`config.mk`:
```
export PLATFORM = sky130hd
export DESIGN_NAME = sertx_top
export DESIGN_NICKNAME = d
export VERILOG_FILES = /design/src/rtl/sertx_pkg.sv /design/src/rtl/sertx_hold.sv /design/src/rtl/sertx_shift.sv /design/src/rtl/sertx_top.sv
export SDC_FILE = /design/constraint.sdc
export NUM_CORES = 1
export LEC_CHECK = 0
export ABC_CLOCK_PERIOD_IN_PS = 3750
export CORE_MARGIN = 2
export CORE_UTILIZATION = 51
export CTS_CLUSTER_DIAMETER = 150
export DETAILED_ROUTE_END_ITERATION = 16
export GPL_ROUTABILITY_DRIVEN = 0
export PLACE_DENSITY = 0.77
export SYNTH_ARGS = -nofsm -noshare
export SYNTH_HDL_FRONTEND = slang
export SYNTH_SLANG_ARGS = --single-unit
```
`constraint.sdc`:
```
create_clock -name clk -period 3.75 [get_ports clk]
set_clock_uncertainty 0.15 [all_clocks]
set_input_delay 0.375 -clock clk [delete_from_list [all_inputs] [get_ports clk]]
set_output_delay 0.375 -clock clk [all_outputs]
set_load 0.01 [all_outputs]
```
`src/rtl/sertx_pkg.sv`:
```
package sertx_pkg;
  localparam int MAX_DATA = 8;
  localparam int WR_W     = MAX_DATA + 1;
  localparam int FRAME_W  = MAX_DATA + 5;
  localparam int CNT_W    = $clog2(FRAME_W + 1);

  typedef struct packed {
    logic [1:0] wlen;
    logic       ninth;
    logic       two_stop;
    logic       par_en;
    logic       par_even;
    logic       par_stick;
  } line_cfg_t;

  typedef struct packed {
    logic [FRAME_W-1:0] bits;
    logic [CNT_W-1:0]   len;
  } frame_t;

  function automatic logic [3:0] data_bits(input logic [1:0] code);
    return 4'd5 + {2'b00, code};
  endfunction

  function automatic logic par_bit(input logic [WR_W-1:0] d, input line_cfg_t c);
    logic x;
    x = 1'b0;
    for (int i = 0; i < MAX_DATA; i++)
      if (i < int'(data_bits(c.wlen))) x ^= d[i];
    if (c.ninth) x ^= d[MAX_DATA];
    if (c.par_stick) return ~c.par_even;
    return c.par_even ? x : ~x;
  endfunction

  function automatic frame_t build_frame(input logic [WR_W-1:0] d, input line_cfg_t c);
    frame_t f;
    logic [FRAME_W-1:0] b;
    int pos;
    b = '1;
    b[0] = 1'b0;
    pos = 1;
    for (int i = 0; i < MAX_DATA; i++)
      if (i < int'(data_bits(c.wlen))) begin
        b[pos] = d[i];
        pos++;
      end
    if (c.ninth) begin
      b[pos] = d[MAX_DATA];
      pos++;
    end
    if (c.par_en) begin
      b[pos] = par_bit(d, c);
      pos++;
    end
    pos += c.two_stop ? 2 : 1;
    f.bits = b;
    f.len  = CNT_W'(pos);
    return f;
  endfunction
endpackage

```
`src/rtl/sertx_hold.sv`:
```
module sertx_hold #(
  parameter int DW = 9
) (
  input  logic          clk,
  input  logic          rst_n,
  input  logic          wr_en,
  input  logic [DW-1:0] wr_data,
  input  logic          take,
  output logic          full,
  output logic [DW-1:0] data
);
  logic          full_q;
  logic [DW-1:0] data_q;
  logic          wr_accept;

  assign wr_accept = wr_en && !full_q;

  always_ff @(posedge clk) begin
    if (!rst_n) begin
      full_q <= 1'b0;
      data_q <= '0;
    end else begin
      if (take) full_q <= 1'b0;
      if (wr_accept) begin
        data_q <= wr_data;
        full_q <= 1'b1;
      end
    end
  end

  assign full = full_q;
  assign data = data_q;


  hold_keep_chk: assert property (@(posedge clk) disable iff (!rst_n)
    (full_q && !take) |=> (full_q && $stable(data_q)));


  take_full_chk: assert property (@(posedge clk) disable iff (!rst_n)
    take |-> full_q);
endmodule

```
`src/rtl/sertx_shift.sv`:
```
module sertx_shift
  import sertx_pkg::*;
(
  input  logic   clk,
  input  logic   rst_n,
  input  logic   tick,
  input  logic   load,
  input  frame_t frame_in,
  output logic   busy,
  output logic   line,
  output logic   frame_end
);
  logic [FRAME_W-1:0] sreg;
  logic [CNT_W-1:0]   cnt;
  logic               busy_q;

  assign frame_end = busy_q && tick && (cnt == CNT_W'(1));

  always_ff @(posedge clk) begin
    if (!rst_n) begin
      sreg   <= '1;
      cnt    <= '0;
      busy_q <= 1'b0;
    end else if (load) begin
      sreg   <= frame_in.bits;
      cnt    <= frame_in.len;
      busy_q <= 1'b1;
    end else if (busy_q && tick) begin
      sreg <= {1'b1, sreg[FRAME_W-1:1]};
      cnt  <= cnt - CNT_W'(1);
      if (cnt == CNT_W'(1)) busy_q <= 1'b0;
    end
  end

  assign busy = busy_q;
  assign line = busy_q ? sreg[0] : 1'b1;


  load_busy_chk: assert property (@(posedge clk) disable iff (!rst_n)
    load |=> busy_q);


  frame_len_chk: assert property (@(posedge clk) disable iff (!rst_n)
    busy_q |-> (cnt != '0 && int'(cnt) <= FRAME_W));


  stop_high_chk: assert property (@(posedge clk) disable iff (!rst_n)
    frame_end |-> line);
endmodule

```
`src/rtl/sertx_top.sv`:
```
module sertx_top
  import sertx_pkg::*;
(
  input  logic            clk,
  input  logic            rst_n,
  input  logic            baud_tick,
  input  logic            wr_en,
  input  logic [WR_W-1:0] wr_data,
  input  logic            tx_enable,
  input  logic [1:0]      word_len,
  input  logic            ninth_en,
  input  logic            two_stop,
  input  logic            par_en,
  input  logic            par_even,
  input  logic            par_stick,
  input  logic            brk,
  input  logic            done_clr,
  input  logic            ie_hold,
  input  logic            ie_done,
  output logic            tx_o,
  output logic            hold_empty,
  output logic            tx_done,
  output logic            irq_hold,
  output logic            irq_done
);
  line_cfg_t       cfg;
  frame_t          frame_nx;
  logic            hold_full;
  logic [WR_W-1:0] hold_data;
  logic            busy;
  logic            line;
  logic            frame_end;
  logic            take;
  logic            en_q;
  logic            done_q;

  assign cfg = '{wlen: word_len, ninth: ninth_en, two_stop: two_stop,
                 par_en: par_en, par_even: par_even, par_stick: par_stick};

  assign frame_nx = build_frame(hold_data, cfg);
  assign take     = baud_tick && en_q && hold_full && (!busy || frame_end);

  sertx_hold #(.DW(WR_W)) hold_i (
    .clk     (clk),
    .rst_n   (rst_n),
    .wr_en   (wr_en),
    .wr_data (wr_data),
    .take    (take),
    .full    (hold_full),
    .data    (hold_data)
  );

  sertx_shift shift_i (
    .clk       (clk),
    .rst_n     (rst_n),
    .tick      (baud_tick),
    .load      (take),
    .frame_in  (frame_nx),
    .busy      (busy),
    .line      (line),
    .frame_end (frame_end)
  );

  always_ff @(posedge clk) begin
    if (!rst_n) begin
      en_q   <= 1'b0;
      done_q <= 1'b0;
    end else begin
      en_q <= tx_enable || (en_q && (busy || hold_full));
      if (frame_end && !take) done_q <= 1'b1;
      else if (done_clr)      done_q <= 1'b0;
    end
  end

  assign tx_o       = brk ? 1'b0 : line;
  assign hold_empty = !hold_full;
  assign tx_done    = done_q;
  assign irq_hold   = ie_hold && hold_empty;
  assign irq_done   = ie_done && done_q;


  done_set_chk: assert property (@(posedge clk) disable iff (!rst_n)
    $rose(done_q) |-> $past(frame_end));


  en_drop_chk: assert property (@(posedge clk) disable iff (!rst_n)
    $fell(en_q) |-> $past(!busy && !hold_full));


  start_bit_chk: assert property (@(posedge clk) disable iff (!rst_n)
    (take && !brk) |=> !tx_o);
endmodule

```
# Word-level counts from Yosys, hierarchy flattened
# Index checks and enable logic that the tools add are counted.
[word_totals] mem_count=0 mem_bits_ro=0 inputBits=25 output_inout_bits=5 mem_bits_rw=0 wordCells=171 latch_bits=0 register_bits=30
[classes] reduce_logical=30 mul=0 eq_ne=1 n_mux=85 n_bitwise=10 div=0 n_shift=0 add_sub_neg=12 magnitude_cmp=26
[ops] operator="$ge 32x1->1 const B" n=9
[ops] operator="$lt 32x6->1 const B" n=9
[ops] operator="$add 32x2->32 const B" n=8
[ops] operator="$mux 32" n=8
[ops] operator="$mux 13" n=11
[ops] operator="$bwmux 13" n=9
[ops] operator="$mux 1" n=43
[ops] operator="$demux 1 s4" n=9
[ops] operator="$logic_and 1x1->1" n=19
[ops] operator="$lt 3x4->1 const A" n=4
[ops] operator="$mux 4" n=3
[ops] operator="$lt 1x4->1 const A" n=2
[ops] operator="$lt 2x4->1 const A" n=2
[ops] operator="$reduce_bool 2->1" n=4
[ops] operator="$xor 1x1->1" n=8
[ops] operator="$add 3x2->4 const A" n=1
[ops] operator="$add 4x2->4 const B" n=1
[ops] operator="$add 4x3->4" n=1
[ops] operator="$eq 4x1->1 const B" n=1
[ops] operator="$mux 2" n=2
[ops] operator="$sub 4x1->4 const B" n=1
[ops] operator="$logic_not 1->1" n=3
[ops] operator="$logic_or 1x1->1" n=3
[ops] operator="$not 1->1" n=2
[ops] operator="$reduce_and 2->1" n=1

# Depth between registers and ports, before layout
[depth] depth_word=35 ltp_mapped=17 ltp_nobuf=16

# By module
# From an unflattened synthesis, not the netlist that was laid out.
[hier_totals] cells_unflattened=310 hier_area_um2=2463.6
[modules_own_cells] mod="sertx_top" area_per_inst_um2=1173.6 cells_each=163 seq_area_each_um2=40.0 instances=1
[modules_own_cells] mod="sertx_shift" area_per_inst_um2=879.6 cells_each=104 seq_area_each_um2=360.3 instances=1
[modules_own_cells] mod="sertx_hold" area_per_inst_um2=410.4 cells_each=43 seq_area_each_um2=200.2 instances=1

# Least setup slack after synthesis
# No wires, ideal clock.
[synth_timing] kind="input -> register" start="input word_len[0]" end="register shift_i.cnt[3]" t_arrival_ns=3.298 path_buffers=1 setup_slack_ns=0.171 path_stages=16 setup_time_ns=0.130 required_ns=3.470 path_cell_list="ha_1 > clkbuf_1 > nor2_1 > mux2i_1 > mux2i_1 > inv_1 > ha_1 > a21oi_1 > ha_1 > a21oi_1 > nor3_1 > a311oi_1 > a31oi_1 > a221oi_1 > xor2_1 > o22ai_1"
[synth_via] elab_chain_cells=23 elab_cells_between_ends=30 cone_classes="11 x add/sub; 8 x order compare; 11 x mux"
[synth_lines] item="from (decl)" line_no="sertx_top.sv:10" rtl="input logic [1:0] word_len,"
[synth_lines] item="$add 3x2->4 (*)" line_no="sertx_pkg.sv:22" rtl="return 4'd5 + {2'b00, code};"
[synth_lines] item="$lt 1x4->1" line_no="sertx_pkg.sv:43" rtl="if (i < int'(data_bits(c.wlen))) begin"
[synth_lines] item="$mux 2" line_no="sertx_pkg.sv:43"
[synth_lines] item="$add 32x2->32" line_no="sertx_pkg.sv:45" rtl="pos++;"
[synth_lines] item="$mux 32" line_no="sertx_pkg.sv:43"
[synth_lines] item="$add 32x2->32" line_no="sertx_pkg.sv:45"
[synth_lines] item="$mux 32" line_no="sertx_pkg.sv:43"
[synth_lines] item="$add 32x2->32" line_no="sertx_pkg.sv:45"
[synth_lines] item="[... 7 more ...]"
[synth_lines] item="$add 32x2->32" line_no="sertx_pkg.sv:45"
[synth_lines] item="$mux 32 (*)" line_no="sertx_pkg.sv:43"
[synth_lines] item="$add 32x2->32" line_no="sertx_pkg.sv:49" rtl="pos++;"
[synth_lines] item="$mux 32 (*)" line_no="sertx_pkg.sv:47" rtl="if (c.ninth) begin"
[synth_lines] item="$add 4x2->4" line_no="sertx_pkg.sv:53" rtl="pos++;"
[synth_lines] item="$mux 4 (*)" line_no="sertx_pkg.sv:51" rtl="if (c.par_en) begin"
[synth_lines] item="$add 4x3->4 (*)" line_no="sertx_pkg.sv:55" rtl="pos += c.two_stop ? 2 : 1;"
[synth_lines] item="$mux 4 (*)" line_no="sertx_shift.sv:24" rtl="end else if (load) begin"
[synth_lines] item="to (signal assigned)" line_no="sertx_shift.sv:26" rtl="cnt <= frame_in.len;"
[synth_lines] item="to (signal assigned)" line_no="sertx_shift.sv:30" rtl="cnt <= cnt - CNT_W'(1);"
[synth_lines] item="to (decl)" line_no="sertx_shift.sv:14" rtl="logic [CNT_W-1:0] cnt;"
# Mark *: on every way between the ends. The rest lies on a longest branch, timed or not.
# A chain may end at the register's enable or synchronous reset.

# Worst setup path after layout
# Same ends and word-level chain as after synthesis.

==> impl_results.md <==
* Commonest non-fill, non-tap cells in the layout: nand2_1, a21oi_1, dfxtp_1
* Crit start category: primary input
* Hold path startpoint: hold_i.data[5]
* Synth Area in Adders at 8.65%
* PwrDens at 299 nW/µm²
* Root Driver: clkbuf_8
* Total Nets Final at 421
* Hold Path Class: reg2reg
* Most common cell after layout, fill and taps aside: nand2_1
* Final-report hold violation count at 0
* Maxcap violations at 0
* Crit-path max FO at 5
* Share of layout cells above drive strength 1 at 9.21%
* Synth Cell Area at 2540 µm²
* Initial Util at 53.5%
* Post-DP HPWL at 4.89 mm
* Die Span Y at 74.6 µm
* Clock latency on the worst-skew pair at 0.28 ns
* Finish-stage setup viols at 0
* Syn Inst Count at 349
* Post-route clock period utilization at 91.0%
* All-Layer GR Usage at 25.0%
* Final slew viol count at 0
* DR WL/cell at 14.8 µm
* Die Area at 5570 µm²
* Final ANT Viol Nets at 0
* Avg Inst Size Synth at 7.29 µm²
* Post-CTS Setup Inserts at 0
* Clock transition at path regs at 0.07 ns
* Iter 0 DRT Violations at 201
* PortBufs at 29
* Rows at 25
* Path type of the worst setup path: in2reg
* First-pass GRT wire length at 10.8 mm
* Mux contribution to synthesized area at 4.13%
* Post-synthesis cell type count at 59
* Fmax at 0.293 GHz
* Met1 Usage GRT at 35.1%
* Critical Path RT at 3.75 ns
* Peak VDD IR at 0.206 mV
* R2R Setup Slk at 1.22 ns
* Core Region at 4750 µm²
* Worst r2r src: shift_i.cnt[0]
* Via density at 5.81
* TNS Setup at 0 ns
* Worst r2r path cells at 8
* Global route total overflow at 0
* Worst Setup End Kind: flip-flop
* Area Overhead vs Synth at 19.8%
* Cts bufs inserted at 5
* Bufs on Longest Clock Path at 2
* Vias in the first global route at 2270
* Worst Hold End: hold_i.data[5]
* Synth warnings at 0
* Main combinational cell family by area after synthesis: simple AND/OR/NAND/NOR gates
* Top Usage Layer GRT: met2
* Simple-Gate Fraction of Synth Area at 28.8%
* Least-Margin Pin Slew at 0.771 ns
* M2 GR Usage at 40.2%
* Largest net degree at the start of global routing at 23
* Detailed-route via count at 2595
* Chip width at 74.6 µm
* Xor/xnor share of the synthesized area at 5.06%
* Sequential-to-total area share from yosys stat at 23.6%
* Worst Hold Depth at 2
* CTS HTree Levels at 2
* Post-layout util at 64.1%
* Final Critical Period at 3.41 ns
* CTS tree: done
* Slew HR at 48.5%
* Synth Register Bits at 30
* Outcome: completed
* Initial antenna violation count at 0
* CP arrival at 3.41 ns
* Leak at 1.15 nW
* Asr flop ratio synth at 0%
* Met3 GRT Util at 4.28%
* R2R Path End: shift_i.sreg[9]
* Clock sinks at 30
* First-pass DRT Iterations at 5
* Final WL at 6.61 mm
* Antenna Cells at 0
* EDFF count, synth at 0
* Prevailing post-synth register cell: dfxtp_1
* Synth Area in Compound Gates at 24.7%
* DRC violations left at 0
* Synthesized net count at 391
* RSZ-0062 raised after global routing: false
* IO Count at 30
-- synth_stat cells, drive strengths merged, types with 7 or more instances --
| cell type | n | area, µm² |
|---|---|---|
| nand4 | 7 | 43.8 |
| clkbuf | 17 | 63.8 |
| a21oi | 32 | 160 |
| nor2 | 19 | 71.3 |
| inv | 15 | 56.3 |
| nor3 | 10 | 50.1 |
| ha | 16 | 200 |
| nand2 | 50 | 188 |
| xnor2 | 9 | 93.8 |
| nor2b | 8 | 50.1 |
| o21ai | 25 | 125 |
| dfxtp | 30 | 601 |
| nand3 | 26 | 130 |
-- critical path, stage by stage --
cell             delay (ns)
clkdlybuf4s50_1        0.50
inv_1                  0.12
ha_1                   0.23
nor2_1                 0.11
mux2i_1                0.09
mux2i_1                0.18
inv_1                  0.10
ha_1                   0.31
a21oi_2                0.14
ha_1                   0.24
a21oi_1                0.17
buf_4                  0.16
nor3_1                 0.04
nand2_1                0.07
a31oi_1                0.11
a221oi_2               0.21
xor2_1                 0.16
o22ai_1                0.09
-- state kept, by name, summed over array words and instances (netlist names) --
register,cells
shift_i.sreg,13
hold_i.data,9
shift_i.cnt,4
en_q,1
hold_i.full,1
shift_i.busy,1
tx_done,1
-- area by class of cell --
| type | count | area (µm²) |
|---|---|---|
| clock buffers | 6 | 82.6 |
| clock inverters | 2 | 12.5 |
| fillers | 443 | 1710 |
| inverters | 15 | 56.3 |
| multi-input cells | 285 | 1830 |
| flip-flops and latches | 30 | 601 |
| well taps | 67 | 83.8 |
| repair buffers | 42 | 388 |
-- kinds of logic (layout without fill, tap and decap cells) --
group                    after synthesis  count (layout)
AND/OR/NAND/NOR                      147             147
AO/OA/AOI/OAI                         98              98
buffers and inverters                 34              65
flip-flops                            30              30
adder cells (fa/ha/maj)               17              17
XOR/XNOR                              13              13
multiplexers                          10              10
-- what timing repair did --
action	4_1_cts	5_1_grt
gates resized for setup	0	2
hold buffers	0	0
setup endpoints to repair	0	1
-- report_power, final --
part,total [mW],switching [mW],internal [mW]
clock,0.281,0.133,0.147
combinational,0.283,0.160,0.123
sequential,0.347,0.0142,0.333
total,0.911,0.308,0.603
-- routing by layer --
metal	wire length [µm]	vias to the layer above
met5	0	-
li1	-	1328
met1	3140	1166
met2	3020	93
met3	400	8
met4	44	0
-- metrics by stage --
step | instance area [µm²] | setup slack (ns) | hold slack (ns) | power, mW | cells
5_1_grt | 3050 | 0.0190 | 0.360 | 0.960 | 447
3_3_place_gp | 2940 | 0.0275 | 0.306 | 0.625 | 439
6_report | 3050 | 0.336 | 0.321 | 0.911 | 447
2_1_floorplan | 2540 | 0.171 | 0.296 | 0.536 | 349
3_5_place_dp | 2940 | -0.129 | 0.312 | 0.630 | 439
4_1_cts | 3040 | 0.170 | 0.323 | 0.906 | 447
-- worst max-delay path by stage --
stage,startpoint,endpoint,slack [ns],depth (start not counted)
5_1_grt,word_len[0],shift_i.cnt[3],0.02,17
4_1_cts,word_len[0],shift_i.cnt[3],0.17,17
2_1_floorplan,word_len[0],shift_i.cnt[3],0.17,16
3_3_place_gp,word_len[0],shift_i.cnt[3],0.03,17
3_5_place_dp,word_len[0],shift_i.cnt[3],-0.13,17
6_report,word_len[0],shift_i.cnt[3],0.34,18
Note: power is estimated with default switching activity, not from simulation.
